<file path="config.mk">
export PLATFORM = sky130hd
export DESIGN_NAME = vcof_formatter
export DESIGN_NICKNAME = d
export VERILOG_FILES = /design/src/rtl/vcof_pkg.sv /design/src/rtl/vcof_round_sat.sv /design/src/rtl/vcof_cfg_gate.sv /design/src/rtl/vcof_encode.sv /design/src/rtl/vcof_formatter.sv
export SDC_FILE = /design/constraint.sdc
export NUM_CORES = 1
export LEC_CHECK = 0
export BUFFER_PORTS_ARGS = -buffer_cell sky130_fd_sc_hd__buf_2
export CAP_MARGIN = 20
export CORE_MARGIN = 4
export CORE_UTILIZATION = 49
export CTS_CLUSTER_SIZE = 10
export DETAILED_ROUTE_END_ITERATION = 12
export PLACE_DENSITY = 0.85
export SYNTH_ARGS = -nofsm -noshare
export SYNTH_HDL_FRONTEND = slang
export SYNTH_SLANG_ARGS = --single-unit
</file>
<file path="constraint.sdc">
create_clock -name clk -period 2.85 [get_ports clk]
set_input_delay 0.4275 -clock clk [delete_from_list [all_inputs] [get_ports clk]]
set_output_delay 0.4275 -clock clk [all_outputs]
set_load 0.005 [all_outputs]
</file>
<file path="src/rtl/vcof_pkg.sv">
package vcof_pkg;

    localparam int NCH    = 6;
    localparam int CODE_W = 8;

    // channel order inside the pixel vector
    localparam int CH_R  = 0;
    localparam int CH_G  = 1;
    localparam int CH_B  = 2;
    localparam int CH_Y  = 3;
    localparam int CH_CR = 4;
    localparam int CH_CB = 5;

    typedef logic [CODE_W-1:0] code_t;

    localparam code_t FULL_LO          = 8'd0;
    localparam code_t FULL_HI          = 8'd255;
    localparam code_t STUDIO_LO        = 8'd16;
    localparam code_t STUDIO_LUMA_HI   = 8'd235;
    localparam code_t STUDIO_CHROMA_HI = 8'd240;

    typedef enum logic {
        KIND_LUMA   = 1'b0,
        KIND_CHROMA = 1'b1
    } kind_e;

    typedef struct packed {
        logic studio;
        logic twos;
    } fmt_t;

    typedef struct packed {
        logic                 valid;
        code_t [NCH-1:0]      code;
    } stage_t;

    function automatic kind_e kind_of(int ch);
        return (ch == CH_CR || ch == CH_CB) ? KIND_CHROMA : KIND_LUMA;
    endfunction

    function automatic code_t low_limit(fmt_t f);
        return f.studio ? STUDIO_LO : FULL_LO;
    endfunction

    function automatic code_t high_limit(fmt_t f, kind_e k);
        if (!f.studio)
            return FULL_HI;
        return (k == KIND_CHROMA) ? STUDIO_CHROMA_HI : STUDIO_LUMA_HI;
    endfunction

    // offset binary to two's complement: flip the top bit
    function automatic code_t to_twos(code_t c);
        return {~c[CODE_W-1], c[CODE_W-2:0]};
    endfunction

endpackage

</file>
<file path="src/rtl/vcof_round_sat.sv">
// Rounds one signed fixed-point value half-up and clamps it to the
// window of the active format. Requires IN_W - FRAC >= 9.
module vcof_round_sat
    import vcof_pkg::*;
#(
    parameter int    IN_W = 16,
    parameter int    FRAC = 4,
    parameter kind_e KIND = KIND_LUMA
) (
    input  logic [IN_W-1:0] din,
    input  fmt_t            fmt,
    output code_t           code
);

    localparam int EW = IN_W + 1;

    logic signed [EW-1:0] ext;
    logic signed [EW-1:0] biased;
    logic signed [EW-1:0] whole;
    logic signed [EW-1:0] lo_s;
    logic signed [EW-1:0] hi_s;
    code_t                lo_c;
    code_t                hi_c;

    assign ext = {din[IN_W-1], din};

    generate
        if (FRAC > 0) begin : g_round
            localparam logic signed [EW-1:0] HALF = EW'(1) << (FRAC - 1);
            assign biased = ext + HALF;
        end else begin : g_noround
            assign biased = ext;
        end
    endgenerate

    assign whole = biased >>> FRAC;

    assign lo_c = low_limit(fmt);
    assign hi_c = high_limit(fmt, KIND);
    assign lo_s = {{(EW-CODE_W){1'b0}}, lo_c};
    assign hi_s = {{(EW-CODE_W){1'b0}}, hi_c};

    always_comb begin
        if (whole < lo_s)
            code = lo_c;
        else if (whole > hi_s)
            code = hi_c;
        else
            code = whole[CODE_W-1:0];
    end

endmodule

</file>
<file path="src/rtl/vcof_cfg_gate.sv">
// Holds the active format; accepts a new request only while the
// pipeline front is empty.
module vcof_cfg_gate
    import vcof_pkg::*;
(
    input  logic clk,
    input  logic rst,
    input  logic studio_req,
    input  logic twos_req,
    input  logic in_valid,
    input  logic s1_valid,
    output fmt_t fmt_q
);

    logic idle;
    assign idle = !in_valid && !s1_valid;

    always_ff @(posedge clk) begin
        if (rst) begin
            fmt_q <= '0;
        end else if (idle) begin
            fmt_q.studio <= studio_req;
            fmt_q.twos   <= twos_req;
        end
    end

endmodule

</file>
<file path="src/rtl/vcof_encode.sv">
// Re-codes the chroma channels; luma-class channels pass unchanged.
module vcof_encode
    import vcof_pkg::*;
(
    input  code_t [NCH-1:0] code_in,
    input  fmt_t            fmt,
    output code_t [NCH-1:0] code_out
);

    generate
        for (genvar g = 0; g < NCH; g++) begin : g_ch
            if (kind_of(g) == KIND_CHROMA) begin : g_chroma
                assign code_out[g] = fmt.twos ? to_twos(code_in[g]) : code_in[g];
            end else begin : g_luma
                assign code_out[g] = code_in[g];
            end
        end
    endgenerate

endmodule

</file>
<file path="src/rtl/vcof_formatter.sv">
module vcof_formatter
    import vcof_pkg::*;
#(
    parameter int IN_W = 16,
    parameter int FRAC = 4
) (
    input  logic                       clk,
    input  logic                       rst,
    input  logic                       range_studio,
    input  logic                       chroma_twos,
    input  logic                       in_valid,
    input  logic [NCH-1:0][IN_W-1:0]   in_px,
    output logic                       out_valid,
    output logic [NCH-1:0][CODE_W-1:0] out_px
);

    fmt_t            fmt_q;
    stage_t          s1_q;
    stage_t          s2_q;
    logic            s1_valid;
    code_t [NCH-1:0] lim_c;
    code_t [NCH-1:0] enc_c;

    assign s1_valid = s1_q.valid;

    vcof_cfg_gate u_cfg (
        .clk       (clk),
        .rst       (rst),
        .studio_req(range_studio),
        .twos_req  (chroma_twos),
        .in_valid  (in_valid),
        .s1_valid  (s1_valid),
        .fmt_q     (fmt_q)
    );

    generate
        for (genvar g = 0; g < NCH; g++) begin : g_lim
            vcof_round_sat #(
                .IN_W(IN_W),
                .FRAC(FRAC),
                .KIND(kind_of(g))
            ) u_rs (
                .din (in_px[g]),
                .fmt (fmt_q),
                .code(lim_c[g])
            );
        end
    endgenerate

    // stage 1: rounded and limited codes
    always_ff @(posedge clk) begin
        if (rst) begin
            s1_q <= '0;
        end else begin
            s1_q.valid <= in_valid;
            if (in_valid)
                s1_q.code <= lim_c;
        end
    end

    vcof_encode u_enc (
        .code_in (s1_q.code),
        .fmt     (fmt_q),
        .code_out(enc_c)
    );

    // stage 2: final coding
    always_ff @(posedge clk) begin
        if (rst) begin
            s2_q <= '0;
        end else begin
            s2_q.valid <= s1_q.valid;
            if (s1_q.valid)
                s2_q.code <= enc_c;
        end
    end

    assign out_valid = s2_q.valid;
    assign out_px    = s2_q.code;

endmodule

</file>
* Yosys cells after proc, flatten, opt, wreduce, memory -nomap -nowiden *
Cells that the tools add are included.

operators by class
  add/sub/neg operators = 6
  multiply operators = 0
  div/mod/pow operators = 0
  $lt $le $gt $ge = 12
  equal/unequal tests = 0
  shifts and indexed selects = 0
  muxes and demuxes = 17
  bitwise operators = 2
  reductions and logical operators = 3

operators by type and width
  kind                                            count
  two-way mux 8 bit                               14
  adder 16 x 5 -> 17 bit (second input constant)  6
  greater-than comparator 13 x 9 -> 1 bit         6
  less-than comparator 13 x 6 -> 1 bit            6
  two-way mux 5 bit                               2
  two-way mux 4 bit                               1
  zero test 1 bit                                 2
  inverter 1 bit                                  2
  logical AND 1 bit                               1

storage, ports and cells
  flip-flop bits (word level) = 100
  latch bits = 0
  memory bits (writable) = 0
  memory bits (read-only) = 0
  output and inout port bits = 49
  word-level logic and storage cells = 56
  memories = 0

* Logic depth before layout (Yosys ltp) *
  depth in word-level cells = 4
  gate-level depth with buffers = 11
  gate-level depth less buffers = 11

* By module *
From an unflattened synthesis, not the netlist that was laid out.

unflattened totals
  cells, all modules = 859
  area total of the unflattened synthesis = 7328.3 um^2

modules (own cells, without submodules)
  module                              instances  cells an instance  area an instance (um^2)
  vcof_formatter                      1          315                3479.6
  vcof_round_sat (g_lim[0].u_rs ...)  4          78                 568.0
  vcof_round_sat (g_lim[4].u_rs ...)  2          88                 568.0
  vcof_encode                         1          48                 362.8
  vcof_cfg_gate                       1          8                  77.6

* Least setup slack after synthesis *
OpenSTA, ideal clock, no wires.

  path kind = input to register
  start point = in in_px[6] in the netlist's numbering
  end point = reg s1_q[4] in the netlist's numbering
  library setup time = 0.058 ns
  arrival time = 2.581 ns
  required time = 2.792 ns
  slack = 0.211 ns
  stages = 10
  path buffers = 0
  cell sequence = nand4_1 > or2_2 > xnor2_1 > ha_1 > or4b_1 > o211a_1 > o32ai_2 > nand2_1 > a21boi_0 > o211a_1

on the way
  word-level cells in the longest chain between the ends = 4

RTL lines
  what                                     RTL line              text
  from (decl)                              vcof_formatter.sv:12  input logic [NCH-1:0][IN_W-1:0] in_px,
  adder 16 x 5 -> 17 bit (*)               vcof_round_sat.sv:30  assign biased = ext + HALF;
  greater-than comparator 13 x 9 -> 1 bit  vcof_round_sat.sv:46  else if (whole > hi_s)
  two-way mux 8 bit                        vcof_round_sat.sv:46
  two-way mux 8 bit (*)                    vcof_round_sat.sv:44  if (whole < lo_s)
  to (decl)                                vcof_formatter.sv:18  stage_t s1_q;

Mark *: on every way between the ends. The rest lies on a longest branch, timed or not.
A chain may end at the register's enable or synchronous reset.

* Worst setup path in the final report *
  start point = reg u_cfg.fmt_q[1] (netlist name)
  end point = reg s1_q[42] in the netlist's numbering

on the way
  word-level cells in the longest chain between the ends = 4

RTL lines
  what                                     RTL line              text
  two-way mux 4 bit                        vcof_pkg.sv:48        return (k == KIND_CHROMA) ? STUDIO_CHROMA_HI : STUDIO_LUMA_HI;
  greater-than comparator 13 x 9 -> 1 bit  vcof_round_sat.sv:46
  two-way mux 8 bit                        vcof_round_sat.sv:46
  two-way mux 8 bit (*)                    vcof_round_sat.sv:44

Marks and branches as above.

==> flow_summary.rst <==
.. list-table::
   :header-rows: 1

   * - Metric
     - Value
   * - Max-cap violations
     - 0
   * - Origin of the worst setup path
     - u_cfg.fmt_q[1]
   * - Iteration count of the initial detailed-routing pass
     - 5
   * - Antenna cell count
     - 0
   * - Wire length of the first global-routing pass
     - 22600 um
   * - Avg Inst Size Synth
     - 8.41 sq um
   * - Leading cell types in the layout, fill and taps excluded
     - buf_2 (131), dfxtp_1 (99), nor2_1 (80)
   * - Reg power frac
     - 47.6%
   * - Antenna violations before repair
     - 0
   * - Synth Area in Simple Gates
     - 24.6%
   * - Via Count
     - between 5000 and 6000
   * - Yosys warning total
     - 0
   * - CTS H-tree depth
     - 3
   * - Cell breakdown of the critical path
     - buf_4 -> ha_1 -> a41oi_1 -> o221ai_1 -> a211oi_1 -> o21ai_1 -> buf_4 -> a221oi_1
   * - Most frequent standard cell in the layout excluding fill and tap cells
     - buf_2
   * - Pwr/cell area
     - 451 mW/mm^2
   * - Worst-path fanout max
     - 12
   * - Slowest cell delay on critical path
     - 0.56 ns
   * - Switching share of total power
     - 27.5%
   * - Synth Net Count
     - 818
   * - Cell accounting for the most synthesized area
     - dfxtp_1
   * - Sequential cell area fraction in the yosys report
     - 34.4%
   * - Post-route clock skew
     - just under 0.009 ns
   * - Multiplexer share of the synthesized area
     - around 9.2%
   * - Most common cell type on the critical path
     - buf_4
   * - Sort of element at the start of the critical path
     - register
   * - Largest family of logic cells by synthesized area
     - simple AND/OR/NAND/NOR gates
   * - DRT antenna net count
     - 0
   * - Worst Hold Class
     - primary input to register
   * - Total of flip-flops plus latches after synthesis
     - 100
   * - Leakage power
     - 3.08 nW
   * - Share of Yosys cell area claimed by the top area cell type
     - 34.4%
   * - Fraction of registers with async set/reset
     - 0%
   * - IR Drop Worst-Case VDD
     - 0.000299 V
   * - Fraction of final layout cells sized beyond drive strength 1
     - 22.9%
   * - Final Setup Violations
     - 0
   * - Compound-Gate Fraction of Synth Area
     - 17.0%
   * - Num ports
     - 150
   * - Total number of nets in the final design
     - 959
   * - Number of placement rows
     - 39
   * - EDFF count, synth
     - 0
   * - Type of the setup path with the least slack
     - register to register
   * - Number of hold-repair buffers added at the cts stage
     - 0
   * - Total count of hold-check failures in the final report
     - 0
   * - Run status
     - completed
   * - Source of the worst register-to-register timing path
     - u_cfg.fmt_q[1]
   * - Floorplan die height
     - 117 um
   * - Gate power share
     - between 10% and 20%
   * - Clock Pin Slew Worst Setup and Hold Paths
     - 0.07 ns
   * - Clock root cell
     - clkbuf_16
   * - Final slew viol count
     - 0
   * - Unrepaired setup endpoints after global routing
     - no
   * - Internal Dissipation
     - 2.30 mW
   * - Routed wire length
     - between 10000 and 15000 um
   * - Endpoint type of the worst setup path
     - register
   * - Clock Power Share
     - 35.7%
   * - Synthesized area
     - slightly below 0.006 sq mm
   * - Global routing usage summed across all routing layers
     - between 20% and 30%
   * - Synth cell types
     - 71
   * - Most common flop cell mapped by yosys
     - dfxtp_1
   * - Worst Tran Pin Value
     - 0.901 ns
   * - Number of remaining DRC errors
     - 0
   * - Via count of the first global-routing pass
     - 4879
   * - Net switching power figure
     - 0.873 mW
   * - Number of buffers inserted during clock tree synthesis
     - 9
   * - Area of the core region
     - 0.0115 sq mm
   * - Post-synthesis instance total
     - 691
   * - PostCTS Resize Cnt
     - 0
   * - Clock Tree Buf Depth
     - 2
   * - Final Hold Slack
     - 0.353 ns
   * - CTS tree
     - built
   * - First-iteration detailed-routing DRC count
     - 339
   * - Xor-xnor portion of the synthesized cell area
     - 6.03%
   * - Via count normalized by instance count
     - 5.60
   * - Initial core utilization
     - just over 50%
   * - Buffers on Ports
     - approximately 130
   * - Hold Path Stages
     - 3
   * - Routed wire length per instance
     - roughly 14 um
   * - Clk sink count
     - 100
   * - Post-layout min period
     - 2.46 ns
   * - Post-CTS Setup Bufs
     - 0
   * - DPL Wire Length
     - 10700 um
   * - Required time worst endpoint
     - 3.09 ns
   * - Overflow left after global routing
     - 0
   * - Overall die width
     - about 120 um
   * - Adder-cell area share of the yosys netlist
     - 5.60%
   * - Headroom to the max-slew limit
     - 40.0%
   * - Worst skew pair latency
     - 0.34 ns
   * - Cell types with the largest area share after synthesis
     - dfxtp_1 (34%), mux2i_1 (8.8%), ha_1 (5.6%)
   * - Endpoint arrival time on the critical path
     - 2.70 ns
   * - Crit path max-delay cell type
     - dfxtp_1
   * - Pin count of the biggest net entering global routing
     - 66
   * - Area Overhead vs Synth
     - 20.9%
   * - Total Die Area
     - around 0.014 sq mm
   * - R2R depth
     - 8
   * - Setup TNS after final layout
     - 0 ns
   * - Placer Congestion
     - around 0.93
   * - Maximum operating frequency
     - 406 MHz
   * - Worst Hold Launch
     - range_studio
   * - Post-route clock period utilization
     - slightly below 90%
## kinds of logic (layout without fill, tap and decap cells)
family / after synthesis / in the layout
AOI/OAI and AO/OA: 139 / 139
xor gates and xnor gates: 40 / 40
adders and majority gates: 26 / 26
buffers and inverters: 49 / 195
DFF: 100 / 100
muxes: 53 / 53
and+or+nand+nor: 284 / 284
## sequential cells by signal, indices dropped and copies added (netlist names)
name	cells
s1_valid	1
out_px	48
u_cfg.fmt_q	2
out_valid	1
s1_q	48
## final cells by class
cell class                 instances  area (sq um)
clock inverter                     6          46.3
timing repair buffer             155           848
fill                            1048          4490
inverter                          24          90.1
clock buffer                      10           229
tap                              143           179
multi-input combinational        542          3630
sequential                       100          2010
## worst max-delay path, delay by kind of cell (launching register included)
kind / cells / cell delay (ns)
fa+ha+maj: 1 / 0.26
compound gates: 5 / 1.07
flops: 1 / 0.56
buf+inv: 2 / 0.48
## stage by stage
step	setup WS (ns)	cell area [sq um]	power (mW)	std cells	utilization, %
after floorplan	0.211	5810	1.85	691	-
after global placement	0.0862	6750	2.05	964	58.6
after detailed placement	0.0751	6750	2.07	964	58.6
after CTS	0.373	7030	3.19	980	61.0
after global routing	0.119	7030	3.32	980	61.0
final	0.388	7030	3.17	980	61.0
## worst paths after layout
check | end | slack, ns
setup / recovery | s1_q[42] | 0.39
hold / removal | u_cfg.fmt_q[1] | 0.35
setup reg to reg | s1_q[42] | 0.39
hold reg to reg | s1_q[25] | 0.45
## power by group through the flow
stage                     clock network, mW  logic (mW)  registers, mW
final                                  1.13       0.529           1.51
after global placement                    0       0.513           1.54
after floorplan                           0       0.331           1.52
after detailed placement                  0       0.526           1.54
after CTS                              1.16       0.529           1.51
after global routing                   1.21       0.594           1.52
## layer usage
metal | up-vias | global-route usage, % | routed length [um]
met5 | - | 0 | 0
met4 | 0 | 6.65 | 219
met3 | 19 | 2.37 | 707
met2 | 150 | 33.6 | 6420
met1 | 2513 | 27.4 | 6660
li1 | 2808 | - | -
## cells in the mapped netlist, types with 3 or more instances
cell type / count
nor3_1: 19
a221oi_1: 4
ha_1: 26
a21oi_1: 23
a22o_1: 15
nand3_1: 38
a31oi_1: 3
nor2_1: 81
a21o_1: 8
o211ai_1: 5
nand2_1: 51
or3_1: 4
xnor2_1: 30
a211oi_1: 8
o211a_1: 3
nand2b_1: 7
mux2i_1: 51
and2_1: 8
and3_1: 8
nor4_1: 9
xor2_1: 10
nand4_1: 20
or2_2: 5
and4_1: 6
clkbuf_1: 18
nand3b_1: 3
o21ai_0: 29
nor2b_1: 12
dfxtp_1: 100
inv_1: 23
o21a_1: 7
buf_1: 5
(Power assumes the default switching activity.)
